### src/rtl/gated_freq_counter.sv
module gated_freq_counter #(
  parameter int CNT_W  = 20,
  parameter int GATE_0 = 4500,
  parameter int GATE_1 = 18000,
  parameter int GATE_2 = 36000,
  parameter int GATE_3 = 144000
) (
  input  logic             clk,
  input  logic             rst_n,
  input  logic             hf_in,
  input  logic             lf_in,
  input  logic [1:0]       mode,
  input  logic [1:0]       gate_sel,
  input  logic             start,
  output logic [CNT_W-1:0] result,
  output logic             done
);

  localparam int GMAX_A = (GATE_0 > GATE_1) ? GATE_0 : GATE_1;
  localparam int GMAX_B = (GATE_2 > GATE_3) ? GATE_2 : GATE_3;
  localparam int GMAX   = (GMAX_A > GMAX_B) ? GMAX_A : GMAX_B;
  localparam int GW     = $clog2(GMAX + 1);

  logic [1:0]       mode_q, gsel_q;
  logic             busy, armed, prev;
  logic [GW-1:0]    tick, gate_len;
  logic [CNT_W-1:0] result_q;
  logic             done_q;

  wire sel_in    = (mode_q == 2'b00) ? hf_in : lf_in;
  wire start_in  = (mode == 2'b00) ? hf_in : lf_in;
  wire rise      = sel_in & ~prev;
  wire is_period = mode_q[1];
  wire last_tick = (tick == gate_len - 1'b1);
  wire [CNT_W-1:0] inc = (&result_q) ? result_q : result_q + 1'b1;

  always_comb begin
    case (gsel_q)
      2'b00:   gate_len = GW'(GATE_0);
      2'b01:   gate_len = GW'(GATE_1);
      2'b10:   gate_len = GW'(GATE_2);
      default: gate_len = GW'(GATE_3);
    endcase
  end

  always_ff @(posedge clk) begin
    if (!rst_n) begin
      mode_q   <= 2'b00;
      gsel_q   <= 2'b00;
      busy     <= 1'b0;
      armed    <= 1'b0;
      prev     <= 1'b0;
      tick     <= '0;
      result_q <= '0;
      done_q   <= 1'b0;
    end else if (start) begin
      mode_q   <= mode;
      gsel_q   <= gate_sel;
      busy     <= 1'b1;
      armed    <= 1'b0;
      prev     <= start_in;
      tick     <= '0;
      result_q <= '0;
      done_q   <= 1'b0;
    end else if (busy) begin
      prev <= sel_in;
      if (is_period) begin
        if (armed) result_q <= inc;
        if (rise) begin
          armed <= 1'b1;
          if (armed) begin
            busy   <= 1'b0;
            done_q <= 1'b1;
          end
        end
      end else begin
        if (rise) result_q <= inc;
        tick <= tick + 1'b1;
        if (last_tick) begin
          busy   <= 1'b0;
          done_q <= 1'b1;
        end
      end
    end
  end

  assign result = result_q;
  assign done   = done_q;


  start_clear_chk: assert property (@(posedge clk) disable iff (!rst_n)
    start |=> (!done && result == '0));


  done_hold_chk: assert property (@(posedge clk) disable iff (!rst_n)
    (done && !start) |=> (done && $stable(result)));


  no_wrap_chk: assert property (@(posedge clk) disable iff (!rst_n)
    (!start && (&result)) |=> (&result));


  step_one_chk: assert property (@(posedge clk) disable iff (!rst_n)
    !start |=> (result == $past(result) || result == $past(result) + 1'b1));


  idle_done_chk: assert property (@(posedge clk) disable iff (!rst_n)
    !(busy && done));

endmodule

### config.mk
export PLATFORM = sky130hd
export DESIGN_NAME = gated_freq_counter
export DESIGN_NICKNAME = d
export VERILOG_FILES = /design/src/rtl/gated_freq_counter.sv
export SDC_FILE = /design/constraint.sdc
export NUM_CORES = 1
export LEC_CHECK = 0
export ABC_AREA = 1
export ABC_CLOCK_PERIOD_IN_PS = 2200
export BUFFER_PORTS_ARGS = -buffer_cell sky130_fd_sc_hd__buf_2
export CAP_MARGIN = 20
export CORE_MARGIN = 2
export CORE_UTILIZATION = 55
export CTS_CLUSTER_SIZE = 8
export DETAILED_ROUTE_END_ITERATION = 12
export GPL_ROUTABILITY_DRIVEN = 1
export PLACE_DENSITY_LB_ADDON = 0.15
export SLEW_MARGIN = 0
export SYNTH_ARGS = -nofsm -noshare
export SYNTH_HDL_FRONTEND = slang
export SYNTH_SLANG_ARGS = --single-unit
### constraint.sdc
create_clock -name clk -period 2.2 [get_ports clk]
set_input_delay 0.22 -clock clk [delete_from_list [all_inputs] [get_ports clk]]
set_output_delay 0.22 -clock clk [all_outputs]
set_load 0.05 [all_outputs]
After elaboration in Yosys (flattened, before gate mapping)
Cells that the tools add are included.
{"block": "classes", "add_sub_neg": 3, "mul": 0, "div": 0, "order_cmp": 0, "n_eq_ne": 5, "shifts": 0, "n_mux": 19, "bitwise_logic": 4, "n_reduce_logical": 12}
{"cell": "20-bit two-way mux", "count": 4}
{"cell": "18-bit case mux with 3 select lines", "count": 1}
{"cell": "20-bit by 1-bit adder with 20-bit output (second input constant)", "count": 1}
{"cell": "20-bit AND reduction", "count": 1}
{"cell": "18-bit by 1-bit adder with 18-bit output (second input constant)", "count": 1}
{"cell": "18-bit == test", "count": 1}
{"cell": "18-bit by 1-bit subtractor with 18-bit output (second input constant)", "count": 1}
{"cell": "1-bit two-way mux", "count": 14}
{"cell": "2-bit logical NOT", "count": 3}
{"cell": "3-bit AND reduction", "count": 2}
{"cell": "2-bit nonzero test", "count": 3}
{"cell": "2-bit by 1-bit inequality test with 1-bit output (second input constant)", "count": 2}
{"cell": "4-bit AND reduction", "count": 1}
{"cell": "1-bit inverter", "count": 3}
{"cell": "2-bit by 1-bit == test with 1-bit output (second input constant)", "count": 1}
{"cell": "2-bit == test (second input constant)", "count": 1}
{"cell": "2-bit AND reduction", "count": 1}
{"cell": "2-bit OR reduction", "count": 1}
{"cell": "1-bit AND", "count": 1}
{"block": "word_totals", "regBits": 46, "latch_bits": 0, "mem_bits_rw": 0, "romBits": 0, "in_bits": 9, "out_inout_bits": 21, "wordCells": 51, "memories": 0}

Depth between registers and ports, before layout
{"block": "logic_depth", "ltp_word": 8, "mapped_depth": 12, "ltp_nobuf": 12}

Worst setup path after synthesis
OpenSTA, ideal clock, no wires.
{"block": "synth_timing", "path_type": "register -> register", "from": "register result_q[0] (netlist: result[0])", "to": "register result_q[16] (netlist: result[16])", "setup_ns": 0.066, "arrival_time_ns": 1.888, "required_ns": 2.134, "setup_slack_ns": 0.246, "path_stages_with_launch": 12, "n_path_buf": 1, "period_less_slack_ns": 1.954, "cell_sequence": "dfxtp_1 > ha_1 > buf_2 > nand3_1 > inv_1 > nand2_1 > inv_1 > nand2_1 > or2_1 > nand2_1 > nand2_2 > a21oi_2"}
{"block": "synth_between", "elab_chain_len": 4, "elab_cells_between_ends": 6, "cone_classes": "add/sub: 1; mux: 4; reduce/logical: 1"}
{"item": "start: declaration", "line": "27", "text": "logic [CNT_W-1:0] result_q;"}
{"item": "start signal: assignment", "line": "68", "text": "if (armed) result_q <= inc;"}
{"item": "start signal: assignment", "line": "77", "text": "if (rise) result_q <= inc;"}
{"item": "20-bit by 1-bit adder with 20-bit output or 20-bit AND reduction (tied branches)", "line": "35", "text": "wire [CNT_W-1:0] inc = (&result_q) ? result_q : result_q + 1'b1;"}
{"item": "20-bit two-way mux *", "line": "35"}
{"item": "20-bit two-way mux, on equally long branches", "line": "77, 68"}
{"item": "20-bit two-way mux *", "line": "67", "text": "if (is_period) begin"}
Every way passes the cells marked *; elsewhere a longest branch is shown, timed or not. The select of a mux whose other input is x is not followed.
A chain may end at the register's enable or synchronous reset.

Worst setup path after layout
Same ends and word-level chain as after synthesis.

==> flow_summary.yaml <==
route:
  wl_per_cell_um: 12.0
  first_pass_iters: 7
  drc: 0
  ant_nets: 0
  wl_um: 6450
  drtIter0Drc: 148
  detail_route.vias_per_cell: 5.06
  vias: 2730
die:
  die_height_um: 77.3
  initial_core_util_pct: 57.5
  die_x_um: 77.3
  die_area_um2: 5980
  fp-row-count: 26
  core_region_area_um2: 5140
  io_pins: 30
timing:
  setup_tns_ns: 0
  skew_ns: 0.0108
  timing.fmax_mhz: 551
  fin_crit_ns: 1.82
  holdWs_ns: 0.159
  setup_viol: 0
  rsz0062_at_grt: "no"
  tightest_slew_ns: 0.439
  slew_headroom_pct: 70.7
  drv_slew: 0
  hold_viol: 0
  post-route-period-util_pct: 82.5
status:
  status: "completed"
clock_tree:
  cts_setup_buffers: 0
  cts_made_buffers: 5
  clk_path_buf_depth: 2
  path_clk_slew_ns: 0.10
  tritoncts: "done"
  htreeDepth: 2
  clockRootBuffer: "clkbuf_8"
  numClockSinks: 46
  post_cts_resized: 0
  ctsHoldBuffers: 0
  clk_latency_ns: 0.30
worst_setup_path:
  r2r_setup_slack_ns: 0.38
  crit_fanout: 7
  crit_buf_inv: 2
  crit_slowest_cell: "dfxtp_1"
  crit_path_end: "result[16]$_SDFFE_PP0P_"
  r2r.worst_path.cells: 10
  start_kind: "flip-flop"
  cp.depth: 10
  crit_top_cell: "nand2_1"
  crit_chain: "ha_1, nand3_1, inv_1, nand2_1, inv_1, nand2_1, or2_1, nand2_1, nand2_2, a21oi_2"
  reg2reg_from: "result[0]$_SDFFE_PP0P_"
  cp.required_ns: 2.44
  r2r_end: "result[16]$_SDFFE_PP0P_"
  critPathTopFamily: "simple AND/OR/NAND/NOR gates"
  critPathMaxStageDelay_ns: 0.41
  startpoint: "result[0]$_SDFFE_PP0P_"
  critPathCaptureType: "flip-flop"
  crit_arrival_ns: 2.05
  crit_type: "reg2reg"
pwr:
  pwr-share-seq_pct: 54.5
  pwr-share-clk_pct: 35.3
  p_int_mw: 1.15
  p_leak_nw: 1.27
  comb_power_share_pct: 10.2
  p_sw_mw: 0.424
  vdd_drop_max_v: 0.000304
  switching_share_pct: 27.0
  powerDensity_nw_per_um2: 484
worst_hold_path:
  hold_path.class: "in2reg"
  hold_depth: 3
logic_synthesis:
  syn_inst: 439
  syn-cell-area_um2: 2960
  yosys.area_share.xor_xnor_pct: 4.74
  yosysWarningCount: 0
  synth-seq-area-share_pct: 31.1
  synthMuxAreaShare_pct: 0
  synthesis.nets: 457
  synth_fa_ha_area_share_pct: 3.81
  ys.flop_type: "dfxtp_1"
  synth-edff-count: 0
  synth-compound-area-share_pct: 12.6
  ys_ff_latch: 46
  syn_avg_cell_area_um2: 6.74
  yosysUniqueCellTypes: 33
  synthArstFlopShare_pct: 0
  synthSimpleGateAreaFrac_pct: 38.8
  synth_top_family_by_area: "simple AND/OR/NAND/NOR gates"
final_layout:
  finalNetCount: 486
  num_antenna_cells: 0
  syn_to_final_growth_pct: 9.77
  utilization_pct: 63.2
  layout_common_cells: "103 x nand2_1, 56 x nor2_1, 51 x inv_1, 46 x dfxtp_1, 29 x buf_2"
  final_layout_size_suffix_gt1_share_pct: 22.0
  layout_commonest_cell: "nand2_1"
placement:
  place.gp.congestion: 0.897
  dpl.hpwl_um: 4870
  portBuffers: 29
job:
  cap_violations: 0
global_route:
  grt_pass1_wl_um: 11400
  antenna_found_initial: 0
  grt_util_all_layers_pct: 23.2
  grt_max_degree: 21
  grt_pass1_vias: 2520
  grt.overflow.total: 0
[how the worst min path moves through the flow]
stage / start / to / slack, ns
after CTS: mode[0] / mode_q[0]$_SDFFE_PN0P_ / 0.14
final: mode[0] / mode_q[0]$_SDFFE_PN0P_ / 0.16
after global placement: done$_SDFFE_PP0P_ / done$_SDFFE_PP0P_ / 0.44
after global routing: rst_n / gsel_q[1]$_SDFFE_PN0P_ / 0.20
after detailed placement: done$_SDFFE_PP0P_ / done$_SDFFE_PP0P_ / 0.44
after floorplan: mode[0] / mode_q[0]$_SDFFE_PN0P_ / 0.35
[power by group through the flow]
stage	registers, mW	clock network (mW)	logic, mW
4_1_cts	0.856	0.570	0.162
3_3_place_gp	0.875	0	0.158
3_5_place_dp	0.876	0	0.160
5_1_grt	0.858	0.602	0.182
2_1_floorplan	0.878	0	0.123
6_report	0.856	0.554	0.161
[metrics by stage]
| stage | power, mW | instances | area [um^2] | setup WS, ns |
|---|---|---|---|---|
| finish | 1.57 | 539 | 3250 | 0.385 |
| global placement | 1.03 | 531 | 3150 | 0.436 |
| global route | 1.64 | 539 | 3250 | 0.190 |
| floorplan | 1.00 | 439 | 2960 | 0.246 |
| CTS | 1.59 | 539 | 3250 | 0.390 |
| detailed placement | 1.04 | 531 | 3150 | 0.412 |
[cell usage after synthesis, types with 2 or more instances]
master,n,share of area [%]
nand2_1,103,13
nor2_1,56,7.1
inv_1,51,6.5
dfxtp_1,46,31
nand3_1,25,4.2
nand2_2,24,5.1
a21oi_2,19,5.6
o21ai_0,17,2.9
a21oi_1,16,2.7
nor3_1,13,2.2
xor2_1,13,3.8
ha_1,9,3.8
nand4_1,6,1.3
nor2_2,6,1.3
clkbuf_1,3,0.38
inv_2,3,0.38
nor2_4,3,1.1
o21ai_1,3,0.51
xnor2_1,3,0.89
buf_1,2,0.25
buf_4,2,0.51
buf_6,2,0.76
nand3_2,2,0.68
nand3b_1,2,0.51
nor3_2,2,0.68
[kinds of logic (layout without fill, tap and decap cells)]
kind of cell,Yosys count,in the layout
compound gates,57,57
fa+ha+maj,9,9
buf+inv,64,94
simple gates,247,247
xor+xnor,16,16
flops,46,46
[per-layer routing]
| metal | global-route usage, % | part of all wire [%] | vias up |
|---|---|---|---|
| met2 | 39.9 | 48 | 55 |
| li1 | - | - | 1440 |
| met1 | 29.5 | 46 | 1226 |
| met5 | 0 | 0 | - |
| met4 | 7.86 | 1.8 | 0 |
| met3 | 3.84 | 4.2 | 9 |
[flip-flops by register name, indices dropped and copies added, names as in the netlist]
register	flops
result	20
gsel_q	2
mode_q	2
armed	1
tick	18
busy	1
done	1
prev	1
[tightest hold or removal path: cells and delay by family]
family / cells / cell delay [ns]
buffers and inverters: 1 / 0.09
and+or+nand+nor: 2 / 0.13
[cell type report]
type	instances	area, um^2
repair buffers	32	168
well taps	70	87.6
clock buffers	6	82.6
clock inverters	2	12.5
fillers	513	1890
multi-input cells	329	1770
flip-flops and latches	46	921
inverters	54	203
(Power assumes the default switching activity.)
